[src/rtl/rx_rts_hysteresis.sv]
module rx_rts_hysteresis #(
  parameter int LVL_W  = 7,
  parameter int CODE_W = 4,
  parameter int SCALE  = 2
) (
  input  logic             clk,
  input  logic             rst_n,
  input  logic             auto_en,
  input  logic [LVL_W-1:0] fifo_level,
  input  logic             wr_en,
  input  logic             addr,
  input  logic [7:0]       wr_data,
  output logic [7:0]       rd_data,
  output logic             rts_n,
  output logic             cfg_error,
  output logic             trig_warn
);
  localparam int PAD = LVL_W - CODE_W - SCALE;

  logic [CODE_W-1:0] halt_code, resume_code, trig_code;
  logic              sw_req;
  logic              halted;
  logic [LVL_W-1:0]  halt_lvl, resume_lvl;
  logic              at_halt, at_resume;

  always_ff @(posedge clk or negedge rst_n) begin
    if (!rst_n) begin
      halt_code   <= '1;
      resume_code <= '0;
      trig_code   <= '0;
      sw_req      <= 1'b0;
    end else if (wr_en) begin
      if (addr) begin
        sw_req    <= wr_data[0];
        trig_code <= wr_data[7:4];
      end else begin
        halt_code   <= wr_data[3:0];
        resume_code <= wr_data[7:4];
      end
    end
  end

  assign rd_data = addr ? {trig_code, 3'b000, sw_req} : {resume_code, halt_code};

  assign halt_lvl   = {{PAD{1'b0}}, halt_code, {SCALE{1'b0}}};
  assign resume_lvl = {{PAD{1'b0}}, resume_code, {SCALE{1'b0}}};
  assign at_halt    = fifo_level >= halt_lvl;
  assign at_resume  = fifo_level <= resume_lvl;

  assign cfg_error = auto_en && (halt_code <= resume_code);
  assign trig_warn = halt_code < trig_code;

  always_ff @(posedge clk or negedge rst_n) begin
    if (!rst_n) begin
      halted <= 1'b0;
      rts_n  <= 1'b1;
    end else if (!auto_en) begin
      halted <= 1'b0;
      rts_n  <= !sw_req;
    end else if (cfg_error) begin
      halted <= 1'b0;
      rts_n  <= 1'b0;
    end else if (at_halt) begin
      halted <= 1'b1;
      rts_n  <= 1'b1;
    end else if (at_resume) begin
      halted <= 1'b0;
      rts_n  <= 1'b0;
    end else begin
      rts_n  <= halted;
    end
  end


  halt_raise_chk: assert property (@(posedge clk) disable iff (!rst_n)
    (auto_en && !cfg_error && fifo_level >= halt_lvl) |=> rts_n);


  resume_lower_chk: assert property (@(posedge clk) disable iff (!rst_n)
    (auto_en && !cfg_error && fifo_level <= resume_lvl) |=> !rts_n);


  fail_safe_chk: assert property (@(posedge clk) disable iff (!rst_n)
    cfg_error |=> !rts_n);


  manual_follow_chk: assert property (@(posedge clk) disable iff (!rst_n)
    !auto_en |=> (rts_n == !$past(sw_req)));


  ctl_pad_chk: assert property (@(posedge clk) disable iff (!rst_n)
    addr |-> (rd_data[3:1] == 3'b000));
endmodule

[config.mk]
export PLATFORM = sky130hd
export DESIGN_NAME = rx_rts_hysteresis
export DESIGN_NICKNAME = d
export VERILOG_FILES = /design/src/rtl/rx_rts_hysteresis.sv
export SDC_FILE = /design/constraint.sdc
export NUM_CORES = 1
export LEC_CHECK = 0
export ABC_CLOCK_PERIOD_IN_PS = 2000
export BUFFER_PORTS_ARGS = -buffer_cell sky130_fd_sc_hd__buf_2
export CAP_MARGIN = 20
export CORE_UTILIZATION = 40
export CTS_BUF_LIST = sky130_fd_sc_hd__clkbuf_16
export CTS_CLUSTER_DIAMETER = 100
export DETAILED_ROUTE_END_ITERATION = 8
export GPL_TIMING_DRIVEN = 0
export PLACE_DENSITY = 0.66
export SYNTH_ARGS = -nofsm -noshare
export SYNTH_HDL_FRONTEND = slang
export SYNTH_SLANG_ARGS = --single-unit
[constraint.sdc]
create_clock -name clk -period 2 [get_ports clk]
set_input_delay 0.4 -clock clk [delete_from_list [all_inputs] [get_ports clk]]
set_output_delay 0.4 -clock clk [all_outputs]
set_load 0.005 [all_outputs]
# Yosys cells after proc, flatten, opt, wreduce, memory -nomap -nowiden
# Index checks and enable logic that the tools add are counted.
word_totals:
  in_bits: 20
  regBits: 15
  out_inout_bits: 11
  elab_cells: 21
op_classes:
  mux: 6
  n_bitwise: 1
  n_lt_le_gt_ge: 4
  reduce_logical: 4
ops:
  columns: ["cell", "n"]
  rows:
  - ["$mux 8", 1]
  - ["$ge 7x6->1", 1]
  - ["$le 7x6->1", 1]
  - ["$mux 1", 5]
  - ["$le 4x4->1", 1]
  - ["$lt 4x4->1", 1]
  - ["$reduce_and 2->1", 2]
  - ["$logic_and 1x1->1", 1]
  - ["$logic_not 1->1", 1]
  - ["$not 1->1", 1]

# Depth between registers and ports, before layout
depth:
  ltp_word: 5
  mapped_depth: 7
  depth_no_buf: 7

# Worst setup path before layout
# OpenSTA, ideal clock, no wires.
synth_timing:
  path_kind: "input to register"
  from: "in fifo_level[2]"
  to: "reg rts_n"
  cell_stages: 7
  setup_ps: 96
  required_ps: 1904
  t_arrival_ps: 1745
  setup_slack_ps: 159
  path_buffers: 0
  path_cell_list: "inv_1 ha_1 nand4_1 or3b_1 o311a_1 a2111oi_2 o22ai_1"
synth_between:
  elab_chain_len: 5
  elab_cells_between_ends: 6
  cone_classes: "order compare: 2; mux: 4"
synth_lines:
  columns: ["element", "line_no", "rtl"]
  rows:
  - ["from (decl)", "9", "input logic [LVL_W-1:0] fifo_level,"]
  - ["$le 7x6->1", "48", "assign at_resume = fifo_level <= resume_lvl;"]
  - ["$mux 1", null, null]
  - ["$mux 1 *", "63", "end else if (at_halt) begin"]
  - ["$mux 1 *", "60", "end else if (cfg_error) begin"]
  - ["$mux 1 *", "57", "end else if (!auto_en) begin"]
  - ["to (signal assigned)", "59", "rts_n <= !sw_req;"]
  - ["to (signal assigned)", "70", "rts_n <= halted;"]
  - ["to (decl)", "14", "output logic rts_n,"]
# Mark *: on every way between the ends. The rest lies on a longest branch, timed or not.
# A chain may end at the register's enable or synchronous reset.

# Final worst setup path
layout_timing:
  from: "reg halt_code[1]"
  to: "out trig_warn"
layout_between:
  elab_chain_len: 1
layout_lines:
  columns: ["element", "line_no", "rtl"]
  rows:
  - ["from (decl)", "20", "logic [CODE_W-1:0] halt_code, resume_code, trig_code;"]
  - ["from (signal assigned)", "37", "halt_code <= wr_data[3:0];"]
  - ["$lt 4x4->1", "51", "assign trig_warn = halt_code < trig_code;"]
  - ["to (decl)", "16", "output logic trig_warn"]
# No other way between the ends.

==> flow_metrics.tcl <==
set metrics [dict create \
    post-place-ws_ps -62.7 \
    place.detailed.instances 162 \
    rsz0062_at_grt "true" \
    yosys.cell_types.count 20 \
    count_of_buffers_from_port_buffering 30 \
    cts-root-buf "clkbuf_16" \
    fin_worst_hold_slack_ps 57.3 \
    slew-limit-headroom_pct 69.5 \
    setup_tns_ps 0 \
    grt_usage_pct 17.7 \
    internal-power_uw 782 \
    pin_count_of_the_biggest_net_entering_global_routing 16 \
    detail_route.vias_per_cell 5.08 \
    combinationalPowerShare_pct 29.5 \
    synth_top_cell_area_share_pct 25.6 \
    num_cts_buffers 3 \
    synth.cell_area_um2 976 \
    drt_pass1_iterations 6 \
    cts-root-to-sink-buffers 2 \
    yosys_warnings 0 \
    cts_tree "yes" \
    power.switching_uw 307 \
    p_sw_share_pct 28.2 \
    critical_path.endpoint_type "output pin" \
    clock_group_share_of_total_power_pct 34.5 \
    outcome "finished clean" \
    commonest_cells_in_the_netlist "ha_1, o21ai_0, nand2_1" \
    timing.max_cap.violations 0 \
    dp.final_hpwl_mm 1.66 \
    cts.reportedPaths.clkPinSlew_ps 50 \
    drive_gt1_share_pct 37.4 \
    die-height_um 51.4 \
    start_util_pct 43.3 \
    drt-initial-drc-count 5 \
    synth-edff-count 0 \
    grt_overflow_total 0 \
    cts_max_level 1 \
    global_placer_s_final_weighted_congestion 0.753 \
    drcViolationCount 0 \
    clock-sinks 15 \
    min_period_over_period_pct 99.1 \
    timing.fmax_ghz 0.504 \
    placeableCoreArea_um2 2250 \
    postLayoutCellArea_um2 1300 \
    fin_worst_skew_ps 1.66 \
    netlist_top_cells_area "dfrtp_1, ha_1, dfstp_2, mux2_2, o21ai_0" \
    rows 17 \
    p_leak_nw 0.641 \
    route.vias.total 849 \
    first_pass_grt_wire_length_mm 3.37 \
    report.final.hold_viol_count 0 \
    tightest_slew_ps 457 \
    setup.worst_path.class "reg2out" \
    n_antenna_cell 0 \
    ioPinCount 31 \
    floorplan.die_area_um2 2640 \
    finalWorstPathRequiredPeriod_ps 1980 \
    synth_sequential_area_ratio_pct 39.1 \
    worst-path-max-fanout 3 \
    avgRoutedWirePerCell_um 12.8 \
    postSynth.asyncResetShare_pct 100 \
    nNetsFinal 175 \
    syn_nets 139 \
    postPlaceCellArea_um2 1160 \
    synth.ff_latch_count 15 \
    pwr_density_cell_nw_per_um2 841 \
    arrival_ps 1580 \
    initial_antenna_violation_count 0 \
    final_max_slew_viol_count 0 \
    synth_cells 104 \
    layout_setup_ws_ps 17.7 \
    antenna_left 0 \
    yosysTopAreaCell "dfrtp_1" \
    layout-area-overhead-vs-synth_pct 32.8 \
    finalWirelength_mm 2.14 \
    worstHoldPathType "in2async" \
    worstPathRequired_ps 1600 \
    startpoint_type "flip-flop" \
    syn-mean-instance-area_um2 9.38 \
    cp-startpoint "halt_code[1]$_DFFE_PN1P_" \
    vdd_ir_drop_max_mv 0.583 \
    final-setup-viol-count 0 \
    instances_no_fill 167 \
    clk-insertion-delay-late_ps 240 \
    die_width_um 51.4 \
    timing.rr.start "halt_code[2]$_DFFE_PN1P_" \
    synth_flop_cell "dfrtp_1" \
    pwr-share-seq_pct 36.0 \
    first_global_vias 779 \
]
## through the flow
stage	utilization (%)	power (mW)
final	57.5	1.09
after detailed placement	51.5	0.673
after global routing	57.5	1.17
after global placement	51.5	0.661
after CTS	55.0	1.06
after floorplan	-	0.563
## worst paths after layout
path | to | slack [ps] | cells after the start
setup / recovery | trig_warn | 20 | 6
hold / removal | halted$_DFF_PN0_ | 60 | 1
setup reg to reg | rts_n$_DFF_PN1_ | 180 | 6
hold reg to reg | rts_n$_DFF_PN1_ | 470 | 1
max in group asynchronous | halt_code[1]$_DFFE_PN1P_ | 1640 | 1
min in group clk | rts_n$_DFF_PN1_ | 340 | 2
## state kept, by name (all words and copies together), names as in the netlist
| signal | count |
|---|---|
| sw_req | 1 |
| rts_n | 1 |
| trig_code | 4 |
| resume_code | 4 |
| halted | 1 |
| halt_code | 4 |
## power by group through the flow
stage / Combinational [mW] / Clock [mW] / Sequential, mW
floorplan: 0.179 / 0 / 0.384
global placement: 0.269 / 0 / 0.392
detailed placement: 0.279 / 0 / 0.394
CTS: 0.285 / 0.386 / 0.390
global route: 0.369 / 0.399 / 0.399
finish: 0.322 / 0.376 / 0.392
## worst max-delay path, cell delays in order (launching register included)
cell and delay [ps]:
dfstp_2 560, ha_4 200, a21boi_1 120, o21ai_1 140, nand2b_1 70, a21oi_1 120
buf_2 120
## final cells by class
cell class                 count  area [um^2]
buffer                         2         7.51
clock buffer                   3         75.1
clock inverter                 1         3.75
fill                         214          958
inverter                      12         45.0
multi-input combinational     75          591
sequential                    15          382
tap                           28         35.0
timing repair buffer          31          158
## timing repair
item	4_1_cts	5_1_grt
hold buffers	0	0
setup endpoints to repair	2	4
pin swaps	2	4
buffers inserted	0	1
gates resized for setup	4	6
## cells by family (layout without fill, tap and decap cells)
kind of cell,count (synthesis),in the layout,share of synthesized area (%)
flops,15,15,39.1
compound gates,26,26,15.8
fa+ha+maj,15,15,19.2
simple gates,27,27,12.4
mux,7,7,8.08
buf+inv,14,49,5.38
## placed cells by master, fill, tap and decap left out, drive strengths merged
cell type   n
a2111oi     1
a21boi      3
a21oi       5
buf        31
clkbuf      5
dfrtp      10
dfstp       5
ha         15
inv        13
mux2        7
nand2      14
nand2b      1
nand3       1
nand4       2
nor2        6
nor2b       1
o21ai      15
o22ai       1
o311a       1
or2b        1
or3b        1
## per-layer routing
layer / global-route usage, % / vias up / part of all wire [%]
met4: 2.70 / 0 / 0
met5: 0 / - / 0
met3: 5.65 / 0 / 5.1
met2: 31.2 / 24 / 50
met1: 21.3 / 396 / 44
li1: - / 429 / -
Note: power is estimated with default switching activity, not from simulation.
